--- config.mk ---
export PLATFORM = sky130hd
export DESIGN_NAME = bus_rescue_poller
export DESIGN_NICKNAME = d
export VERILOG_FILES = /design/src/rtl/bus_rescue_pkg.sv /design/src/rtl/scl_phase_timer.sv /design/src/rtl/line_symbol_engine.sv /design/src/rtl/rescue_sequencer.sv /design/src/rtl/bus_rescue_poller.sv
export SDC_FILE = /design/constraint.sdc
export NUM_CORES = 1
export LEC_CHECK = 0
export BUFFER_PORTS_ARGS = -buffer_cell sky130_fd_sc_hd__buf_2
export CORE_MARGIN = 3
export CORE_UTILIZATION = 25
export CTS_CLUSTER_SIZE = 30
export DETAILED_ROUTE_END_ITERATION = 12
export GPL_TIMING_DRIVEN = 0
export HOLD_SLACK_MARGIN = 0.15
export SKIP_LAST_GASP = 1
export SLEW_MARGIN = 25
export SYNTH_ARGS = -nofsm -noshare
export SYNTH_HDL_FRONTEND = slang
export SYNTH_SLANG_ARGS = --single-unit
export TNS_END_PERCENT = 50
--- constraint.sdc ---
create_clock -name clk -period 5.1 [get_ports clk]
set_clock_uncertainty 0.05 [all_clocks]
set_input_delay 0.765 -clock clk [delete_from_list [all_inputs] [get_ports clk]]
set_output_delay 0.765 -clock clk [all_outputs]
set_load 0.005 [all_outputs]
--- src/rtl/bus_rescue_pkg.sv ---
package bus_rescue_pkg;

    // Bus symbols the line engine can emit
    typedef enum logic [1:0] {
        SYM_START = 2'd0,
        SYM_BIT   = 2'd1,
        SYM_STOP  = 2'd2
    } sym_kind_t;

    // Pull-low requests for the two lines
    typedef struct packed {
        logic scl_low;
        logic sda_low;
    } line_drv_t;

    typedef enum logic [2:0] {
        SQ_IDLE,
        SQ_REC,
        SQ_P_START,
        SQ_P_ADDR,
        SQ_P_ACK,
        SQ_RETRY_STOP,
        SQ_END_STOP
    } seq_state_t;

    typedef enum logic [1:0] {
        OUT_NONE,
        OUT_OK,
        OUT_TIMEOUT
    } outcome_t;

    // Recovery pattern: Start, dummy clocks, Start, Stop
    localparam int REC_DUMMY = 9;
    localparam int REC_LEN   = REC_DUMMY + 3;

    // Line levels per symbol phase. Every symbol leaves SCL low,
    // except Stop, which leaves the bus idle.
    function automatic line_drv_t sym_lines(sym_kind_t k, logic [1:0] ph, logic b);
        line_drv_t d;
        d = '{scl_low: 1'b0, sda_low: 1'b0};
        case (k)
            SYM_START: begin
                d.scl_low = (ph == 2'd0) || (ph == 2'd3);
                d.sda_low = (ph >= 2'd2);
            end
            SYM_BIT: begin
                d.scl_low = (ph != 2'd1);
                d.sda_low = !b;
            end
            default: begin
                d.scl_low = (ph == 2'd0);
                d.sda_low = (ph != 2'd2);
            end
        endcase
        return d;
    endfunction

    function automatic logic [1:0] sym_last_phase(sym_kind_t k);
        return (k == SYM_START) ? 2'd3 : 2'd2;
    endfunction

endpackage

--- src/rtl/scl_phase_timer.sv ---
module scl_phase_timer #(
    parameter int HALF_W = 16
) (
    input  logic              clk,
    input  logic              rst,
    input  logic              run,
    input  logic [HALF_W-1:0] limit,
    output logic              tick
);
    logic [HALF_W-1:0] cnt;

    assign tick = run && (cnt == limit - 1'b1);

    always_ff @(posedge clk) begin
        if (rst || !run || tick) begin
            cnt <= '0;
        end else begin
            cnt <= cnt + 1'b1;
        end
    end
endmodule

--- src/rtl/line_symbol_engine.sv ---
module line_symbol_engine
    import bus_rescue_pkg::*;
#(
    parameter int HALF_W = 16
) (
    input  logic              clk,
    input  logic              rst,
    input  logic              go,
    input  sym_kind_t         kind_in,
    input  logic              bit_in,
    input  logic [HALF_W-1:0] limit,
    input  logic              sda_in,
    output logic              ready,
    output logic              sym_done,
    output logic              sampled,
    output sym_kind_t         cur_kind,
    output logic              scl_oe,
    output logic              sda_oe
);
    logic       active;
    logic [1:0] ph;
    logic       bit_q;
    logic       tick;
    line_drv_t  nxt;

    scl_phase_timer #(.HALF_W(HALF_W)) u_timer (
        .clk   (clk),
        .rst   (rst),
        .run   (active),
        .limit (limit),
        .tick  (tick)
    );

    assign ready = !active;
    assign nxt   = sym_lines(cur_kind, ph + 2'd1, bit_q);

    always_ff @(posedge clk) begin
        if (rst) begin
            active   <= 1'b0;
            ph       <= 2'd0;
            bit_q    <= 1'b1;
            cur_kind <= SYM_STOP;
            sym_done <= 1'b0;
            sampled  <= 1'b1;
            scl_oe   <= 1'b0;
            sda_oe   <= 1'b0;
        end else begin
            sym_done <= 1'b0;
            if (!active && go) begin
                active            <= 1'b1;
                ph                <= 2'd0;
                bit_q             <= bit_in;
                cur_kind          <= kind_in;
                {scl_oe, sda_oe}  <= sym_lines(kind_in, 2'd0, bit_in);
            end else if (active && tick) begin
                // sample data at the end of the clock-high phase
                if (cur_kind == SYM_BIT && ph == 2'd1) begin
                    sampled <= sda_in;
                end
                if (ph == sym_last_phase(cur_kind)) begin
                    active   <= 1'b0;
                    sym_done <= 1'b1;
                end else begin
                    ph               <= ph + 2'd1;
                    {scl_oe, sda_oe} <= nxt;
                end
            end
        end
    end
endmodule

--- src/rtl/rescue_sequencer.sv ---
module rescue_sequencer
    import bus_rescue_pkg::*;
#(
    parameter int TRY_W  = 8,
    parameter int ADDR_W = 7
) (
    input  logic              clk,
    input  logic              rst,
    input  logic              cmd_recover,
    input  logic              cmd_poll,
    input  logic [ADDR_W-1:0] dev_addr,
    input  logic [TRY_W-1:0]  max_tries,
    input  logic              hold_bus,
    input  logic              eng_ready,
    input  logic              sym_done,
    input  logic              sampled,
    output logic              go,
    output sym_kind_t         kind,
    output logic              bit_val,
    output logic              busy,
    output logic              done,
    output logic              timeout,
    output logic              held,
    output logic [TRY_W-1:0]  tries,
    output logic [TRY_W-1:0]  try_limit
);
    localparam int BYTE_BITS = ADDR_W + 1;
    localparam int SEQ_MAX   = (REC_LEN > BYTE_BITS) ? REC_LEN : BYTE_BITS;
    localparam int IDX_W     = $clog2(SEQ_MAX);

    seq_state_t           st;
    logic [IDX_W-1:0]     idx;
    logic                 issued;
    logic [BYTE_BITS-1:0] hdr_init;
    logic [BYTE_BITS-1:0] hdr;
    logic                 hold_q;
    outcome_t             outc;

    assign hdr_init = {dev_addr, 1'b0};
    assign busy     = (st != SQ_IDLE);
    assign go       = busy && !issued && eng_ready;

    always_comb begin
        kind    = SYM_STOP;
        bit_val = 1'b1;
        case (st)
            SQ_REC: begin
                if (idx == '0 || idx == IDX_W'(REC_DUMMY + 1)) begin
                    kind = SYM_START;
                end else if (idx == IDX_W'(REC_LEN - 1)) begin
                    kind = SYM_STOP;
                end else begin
                    kind = SYM_BIT;
                end
            end
            SQ_P_START: kind = SYM_START;
            SQ_P_ADDR: begin
                kind    = SYM_BIT;
                bit_val = hdr[BYTE_BITS-1];
            end
            SQ_P_ACK:   kind = SYM_BIT;
            default:    kind = SYM_STOP;
        endcase
    end

    always_ff @(posedge clk) begin
        if (rst) begin
            st        <= SQ_IDLE;
            idx       <= '0;
            issued    <= 1'b0;
            hdr       <= '1;
            hold_q    <= 1'b0;
            outc      <= OUT_NONE;
            done      <= 1'b0;
            timeout   <= 1'b0;
            held      <= 1'b0;
            tries     <= '0;
            try_limit <= TRY_W'(1);
        end else begin
            done    <= 1'b0;
            timeout <= 1'b0;
            if (go) begin
                issued <= 1'b1;
            end
            if (go && st == SQ_P_START) begin
                tries <= tries + 1'b1;
            end
            if (st == SQ_IDLE) begin
                if (cmd_recover) begin
                    st    <= SQ_REC;
                    idx   <= '0;
                    tries <= '0;
                    held  <= 1'b0;
                end else if (cmd_poll) begin
                    st        <= SQ_P_START;
                    tries     <= '0;
                    held      <= 1'b0;
                    hold_q    <= hold_bus;
                    try_limit <= (max_tries == '0) ? TRY_W'(1) : max_tries;
                end
            end else if (sym_done) begin
                issued <= 1'b0;
                case (st)
                    SQ_REC: begin
                        if (idx == IDX_W'(REC_LEN - 1)) begin
                            st   <= SQ_IDLE;
                            done <= 1'b1;
                        end else begin
                            idx <= idx + 1'b1;
                        end
                    end
                    SQ_P_START: begin
                        st  <= SQ_P_ADDR;
                        idx <= '0;
                        hdr <= hdr_init;
                    end
                    SQ_P_ADDR: begin
                        hdr <= {hdr[BYTE_BITS-2:0], 1'b1};
                        if (idx == IDX_W'(BYTE_BITS - 1)) begin
                            st <= SQ_P_ACK;
                        end else begin
                            idx <= idx + 1'b1;
                        end
                    end
                    SQ_P_ACK: begin
                        if (!sampled) begin
                            if (hold_q) begin
                                st   <= SQ_IDLE;
                                done <= 1'b1;
                                held <= 1'b1;
                            end else begin
                                st   <= SQ_END_STOP;
                                outc <= OUT_OK;
                            end
                        end else if (tries >= try_limit) begin
                            st   <= SQ_END_STOP;
                            outc <= OUT_TIMEOUT;
                        end else begin
                            st <= SQ_RETRY_STOP;
                        end
                    end
                    SQ_RETRY_STOP: st <= SQ_P_START;
                    SQ_END_STOP: begin
                        st      <= SQ_IDLE;
                        done    <= (outc == OUT_OK);
                        timeout <= (outc == OUT_TIMEOUT);
                    end
                    default: st <= SQ_IDLE;
                endcase
            end
        end
    end
endmodule

--- src/rtl/bus_rescue_poller.sv ---
module bus_rescue_poller
    import bus_rescue_pkg::*;
#(
    parameter int HALF_W = 16,
    parameter int TRY_W  = 8,
    parameter int ADDR_W = 7
) (
    input  logic              clk,
    input  logic              rst,
    input  logic [HALF_W-1:0] cfg_half,
    input  logic [TRY_W-1:0]  max_tries,
    input  logic [ADDR_W-1:0] dev_addr,
    input  logic              hold_bus,
    input  logic              cmd_recover,
    input  logic              cmd_poll,
    input  logic              sda_in,
    output logic              scl_oe,
    output logic              sda_oe,
    output logic              busy,
    output logic              done,
    output logic              timeout,
    output logic [TRY_W-1:0]  tries
);
    logic [HALF_W-1:0] limit_q;
    logic              go;
    sym_kind_t         req_kind;
    logic              req_bit;
    logic              eng_ready;
    logic              sym_done;
    logic              sampled;
    sym_kind_t         eng_kind;
    logic              held;
    logic [TRY_W-1:0]  try_limit;

    // phase length is frozen while a command runs
    always_ff @(posedge clk) begin
        if (rst) begin
            limit_q <= HALF_W'(1);
        end else if (!busy) begin
            limit_q <= (cfg_half == '0) ? HALF_W'(1) : cfg_half;
        end
    end

    rescue_sequencer #(.TRY_W(TRY_W), .ADDR_W(ADDR_W)) u_seq (
        .clk         (clk),
        .rst         (rst),
        .cmd_recover (cmd_recover),
        .cmd_poll    (cmd_poll),
        .dev_addr    (dev_addr),
        .max_tries   (max_tries),
        .hold_bus    (hold_bus),
        .eng_ready   (eng_ready),
        .sym_done    (sym_done),
        .sampled     (sampled),
        .go          (go),
        .kind        (req_kind),
        .bit_val     (req_bit),
        .busy        (busy),
        .done        (done),
        .timeout     (timeout),
        .held        (held),
        .tries       (tries),
        .try_limit   (try_limit)
    );

    line_symbol_engine #(.HALF_W(HALF_W)) u_eng (
        .clk      (clk),
        .rst      (rst),
        .go       (go),
        .kind_in  (req_kind),
        .bit_in   (req_bit),
        .limit    (limit_q),
        .sda_in   (sda_in),
        .ready    (eng_ready),
        .sym_done (sym_done),
        .sampled  (sampled),
        .cur_kind (eng_kind),
        .scl_oe   (scl_oe),
        .sda_oe   (sda_oe)
    );
endmodule

==> impl_metrics.toml, run 1 <==
[route]
dr.pass1.iters = 4
wirelength_um = 10800
first_iter_violations = 281
ant_nets = 0
drt-wirelength-per-cell_um = 13.3
dr_total_vias = 3816
drcViolationCount = 0
vias_per_cell = 4.72

[synth]
synth-async-reset-ratio = 0
synth_seq_cells = 79
synth_edf_count = 0
synth_area_leader_cell = "dfxtp_1"
synth_top_area_share = 0.369
synthTopCellsByCount = "79 x dfxtp_1, 70 x nand2_1, 40 x nor2_1"
yosysSeqAreaShare = 0.369
synthFlopType = "dfxtp_1"
syn_inst = 524
ys_warn_count = 0
synth_area_leaders = "dfxtp_1 37%, nand2_1 6.1%, ha_1 5.3%, a21oi_1 4.3%, xor2_1 4.1%"
netlist_area_mm2 = 0.00428
yosysMostFrequentCell = "dfxtp_1"
syn_nets = 579
syn_avg_cell_area_um2 = 8.17
ys_types = 59

[cells_and_area]
areaGrowthSynthToFinish_pct = 20.1
fin_nets = 638
diodes = 0
final_area_mm2 = 0.00514
layout-drive-gt1-share = 0.134

[floorplanning]
fp.dieW_um = 137
die_h_um = 137
rows = 47
core_mm2 = 0.0167
dieArea_mm2 = 0.0187
io-pin-count = 50
start_util = 0.256

[sta]
max_freq_mhz = 342
setup_viol = 0
hold_viol_final = 0
setup_tns_ps = 0
slew_headroom = 0.549
worst_slew_pin_slew_ps = 677
period_needed_ps = 2920
rsz0062_at_grt = "no"
period_share = 0.573
drv_slew = 0

[grt]
first_global_vias = 3661
grt_antenna_before_repair = 0
grt_max_degree = 13
grt_overflow = 0
grt_pass1_wl_um = 18100
grt_usage = 0.121

[clock_network]
cts_max_level = 3
cts_tree = "yes"
clock-sinks = 79
cts_buffer_depth = 2
cts_root_buf = "clkbuf_16"
cts_setup_buffers = 0
hold_buffers = 0
cts_made_buffers = 9
ctsResizeCount = 0
clk_pin_slew_ps = 60
clk_latency_ps = 340

[pwr]
vdd_drop_max_uv = 259
p_per_area_mw_per_mm2 = 500
p_leak_nw = 2.10
power_frac_comb = 0.397
power.net_switching_mw = 0.984
switching_share = 0.383
power_frac_clock = 0.285
pwr-share-seq = 0.318
p_int_mw = 1.59

[setup_path]
cp.required_ps = 4280
cp.arrival_ps = 2110
cp-end-kind = "output port"
setup.worst_path.class = "reg -> out"
worstPathMaxFanout = 10
cp-start-kind = "register"

[place]
placed_cell_area_mm2 = 0.00480
port_buffers = 48
dpl.hpwl_um = 8110
gp_congestion = 0.853

[outcome]
outcome = "finished clean"

[run]
maxCapViolCount = 0

[min_path]
worst_hold_path_type = "reg -> reg"
==> power groups by stage <==
stage | clock network (mW) | registers [mW] | logic (mW)
6_report | 0.733 | 0.817 | 1.02
5_1_grt | 0.779 | 0.837 | 1.16
4_1_cts | 0.754 | 0.818 | 1.04
3_5_place_dp | 0 | 0.831 | 1.03
3_3_place_gp | 0 | 0.831 | 1.02
2_1_floorplan | 0 | 0.804 | 0.787
==> logic make-up (layout without fill, tap and decap cells) <==
| logic type | after synthesis | after routing | share of synthesized area |
|---|---|---|---|
| compound gates | 111 | 111 | 0.170 |
| simple gates | 219 | 219 | 0.261 |
| fa+ha+maj | 18 | 18 | 0.0526 |
| flops | 79 | 79 | 0.369 |
| xor+xnor | 37 | 37 | 0.0757 |
| buf+inv | 50 | 114 | 0.0479 |
| mux | 10 | 10 | 0.0234 |
==> per-stage QoR <==
stage | hold slack (ps) | power (mW) | worst slack, ps | cells | utilization
final | 407 | 2.57 | 2180 | 808 | 0.308
after global routing | 436 | 2.78 | 2010 | 808 | 0.308
after CTS | 404 | 2.61 | 2130 | 808 | 0.308
after detailed placement | 392 | 1.86 | 2310 | 792 | 0.287
after global placement | 395 | 1.85 | 2310 | 792 | 0.287
after floorplan | 364 | 1.59 | 2780 | 524 | -
==> flip-flops by register name (all words and copies together), names as in the netlist, 3 cells and up <==
signal and count:
u_seq.st 3, u_seq.hdr 8, u_eng.u_timer.cnt 16, u_seq.try_limit 8, u_seq.idx 4, limit_q 16
u_seq.tries 8
==> cell type report <==
| cell class | count | area (um2) |
|---|---|---|
| fillers | 1836 | 11600 |
| clock inverters | 2 | 60.1 |
| inverters | 23 | 86.3 |
| clock buffers | 14 | 284 |
| repair buffers | 48 | 240 |
| plain buffers | 27 | 119 |
| flip-flops and latches | 79 | 1580 |
| multi-input cells | 395 | 2490 |
| well taps | 220 | 275 |
==> critical path, cell delays in order (launching register included) <==
cell and delay [ps]:
dfxtp_1 290, buf_2 170, nor3_1 390, clkinv_1 400, clkbuf_1 330, buf_2 200
==> cell usage in the layout, fill, tap and decap left out, types with 12 or more instances in the layout <==
cell      synthesis  layout
inv_1            22      22
nor2_1           40      40
nor3_1           30      30
clkbuf_1         22      23
dfxtp_1          79      79
xnor2_1          17      17
a21oi_1          37      37
buf_2             2      50
xor2_1           20      20
o211ai_1         12      12
o21ai_0          13      13
ha_1             18      18
nand3_1          13      13
nand2_1          70      70
==> layer usage <==
| layer | global-route usage | routed length, um | up-vias |
|---|---|---|---|
| li1 | - | - | 1978 |
| met1 | 0.158 | 4970 | 1765 |
| met2 | 0.200 | 5100 | 64 |
| met3 | 0.0287 | 581 | 9 |
| met4 | 0.0349 | 102 | 0 |
| met5 | 0 | 0 | - |
==> path summary, 6_finish.rpt <==
| path | from | end | slack [ps] | depth (start not counted) |
|---|---|---|---|---|
| max reg2reg | limit_q[0] | u_eng.scl_oe | 2320 | 9 |
| max | u_seq.st[0] | busy | 2180 | 5 |
| min reg2reg | u_seq.outc[0] | u_seq.timeout | 410 | 1 |
| min | u_seq.outc[0] | u_seq.timeout | 410 | 1 |
No activity file was read; power rests on OpenSTA's default activity.
==> inputs of run 2 (changes only) <==
==> constraint.sdc (replaced) <==
create_clock -name clk -period 2.7 [get_ports clk]
set_clock_uncertainty 0.05 [all_clocks]
set_input_delay 0.405 -clock clk [delete_from_list [all_inputs] [get_ports clk]]
set_output_delay 0.405 -clock clk [all_outputs]
set_load 0.005 [all_outputs]
==> run 2 against run 1 <==
Compared with the run above: first-iteration DRC count is 9.3% lower; setup slack got worse by 2000 ps; power is 92% higher; non-clock buffer count is the same; combinational power grew 96%; critical path type unchanged; critical endpoint unchanged; largest power group unchanged; highest routed layer unchanged.
==> impl_metrics.toml, run 2 (synthesized netlist as in run 1, its figures left out) <==
[grt]
grt_max_degree = 13
grt_overflow = 0
grt_usage = 0.122
grt_pass1_wl_um = 18200
grt_antenna_before_repair = 0
first_global_vias = 3680

[place]
gp_congestion = 0.853
dpl.hpwl_um = 8110
pre_cts_slack_ps = -88.1
port_buffers = 48

[sta]
drv_slew = 0
max_freq_mhz = 389
rsz0062_at_grt = "yes"
worst_slew_pin_slew_ps = 687
period_share = 0.952
period_needed_ps = 2570
worst_slack_ps = 130
slew_headroom = 0.542
hold_viol_final = 0
setup_viol = 0
setup_tns_ps = 0

[clock_network]
clk_pin_slew_ps = 60
cts_tree = "yes"
hold_buffers = 0
cts_root_buf = "clkbuf_16"
cts_made_buffers = 9
clock-sinks = 79
cts_max_level = 3
cts_buffer_depth = 2
clk_latency_ps = 340

[pwr]
p_leak_nw = 2.11
p_per_area_mw_per_mm2 = 953
vdd_drop_max_uv = 496

[floorplanning]
rows = 47
dieArea_mm2 = 0.0187
start_util = 0.256
die_h_um = 137
io-pin-count = 50
fp.dieW_um = 137
core_mm2 = 0.0167

[cells_and_area]
areaGrowthSynthToFinish_pct = 20.8
reg.largest.list = "limit_q x16, u_eng.u_timer.cnt x16"
nFillCells = 1829
final_cell_mix = "79 x dfxtp_1, 70 x nand2_1, 50 x buf_2"
fin_nets = 638
diodes = 0
layout_commonest_cell = "dfxtp_1"
layout-drive-gt1-share = 0.145
finish.utilization = 0.310

[setup_path]
setup.worst_path.class = "reg -> out"
cp-end-kind = "output port"
cp_slowest_stage_delay_ps = 400
cp-start-kind = "register"
cp_slowest_cell = "clkinv_1"
cp.arrival_ps = 2120
cp.required_ps = 2250
worstPathMaxFanout = 10
cp_top_family = "buffers and inverters"
cp_cell_sequence = "buf_2 -> nor3_1 -> clkinv_1 -> clkbuf_1 -> buf_2"
cpMostUsedCell = "buf_2"
ff2ff_setup_slack_ps = 190
worst-path-buf-inv = 4

[min_path]
worst_hold_path_type = "in -> reg"

[route]
wirelength_um = 10900
vias_per_cell = 4.74
drt-wirelength-per-cell_um = 13.4
first_iter_violations = 255
dr_total_vias = 3829
ant_nets = 0
dr.pass1.iters = 5
drcViolationCount = 0

[outcome]
outcome = "finished clean"

[run]
maxCapViolCount = 0
==> run 2: changes by cell type in the layout (fill, tap and decap cells not counted) <==
cell / delta
a2111oi_0: -1
a2111oi_2: +1
and4_1: -1
and4_2: +1
buf_4: +1
clkbuf_1: -1
nor2b_1: -1
nor2b_2: +1
o31ai_1: -2
o31ai_2: +1
o31ai_4: +1
==> run 2: layer usage <==
layer | part of all wire | global-route usage | wire, um | vias up
met4 | 0.011 | 0.0366 | 116 | 0
met5 | 0 | 0 | 0 | -
met3 | 0.052 | 0.0287 | 563 | 12
met2 | 0.47 | 0.201 | 5120 | 62
li1 | - | - | - | 1983
met1 | 0.47 | 0.159 | 5060 | 1772
==> run 2: worst reg2reg max path: stages (launching register included) <==
cell and delay, ps:
dfxtp_1 300, buf_6 130, or4_4 540, nor4_2 260
o22ai_1 150, nor4b_2 300, nand3_2 160, nor2_4 220
buf_6 180, nor3_1 70
==> run 2: area by class of cell <==
cell class / count / area (um2) / share of cell area
clock buffer: 14 / 284 / 0.0549
multi-input combinational: 395 / 2520 / 0.488
inverter: 23 / 86.3 / 0.0167
clock inverter: 2 / 60.1 / 0.0116
timing repair buffer: 49 / 248 / 0.0479
tap: 220 / 275 / 0.0532
buffer: 26 / 115 / 0.0222
sequential: 79 / 1580 / 0.306
==> run 2: final timing paths <==
path / startpoint / depth (start not counted) / end
setup / recovery: u_seq.st[0] / 5 / busy
hold / removal: max_tries[3] / 3 / u_seq.try_limit[3]
setup reg to reg: limit_q[3] / 9 / u_eng.u_timer.cnt[9]
hold reg to reg: u_seq.outc[0] / 1 / u_seq.timeout
==> run 2: what timing repair did <==
item | in CTS | in global routing
gates resized for setup | 1 | 6
buffers inserted | 0 | 1
pin swaps | 0 | 2
endpoints found under the setup margin | 3 | 21
==> run 2: metrics by stage <==
| stage | instances | instance area, um2 | power, mW | hold WS, ps |
|---|---|---|---|---|
| 2_1_floorplan | 524 | 4280 | 3.00 | 364 |
| 3_3_place_gp | 792 | 4800 | 3.49 | 395 |
| 3_5_place_dp | 792 | 4800 | 3.51 | 392 |
| 4_1_cts | 808 | 5150 | 4.94 | 249 |
| 5_1_grt | 808 | 5170 | 5.31 | 262 |
| 6_report | 808 | 5170 | 4.93 | 259 |
==> run 2: power by group <==
part	internal, mW	switching [mW]	total (mW)
logic	0.777	1.22	2.00
clock network	0.911	0.475	1.39
registers	1.34	0.202	1.55
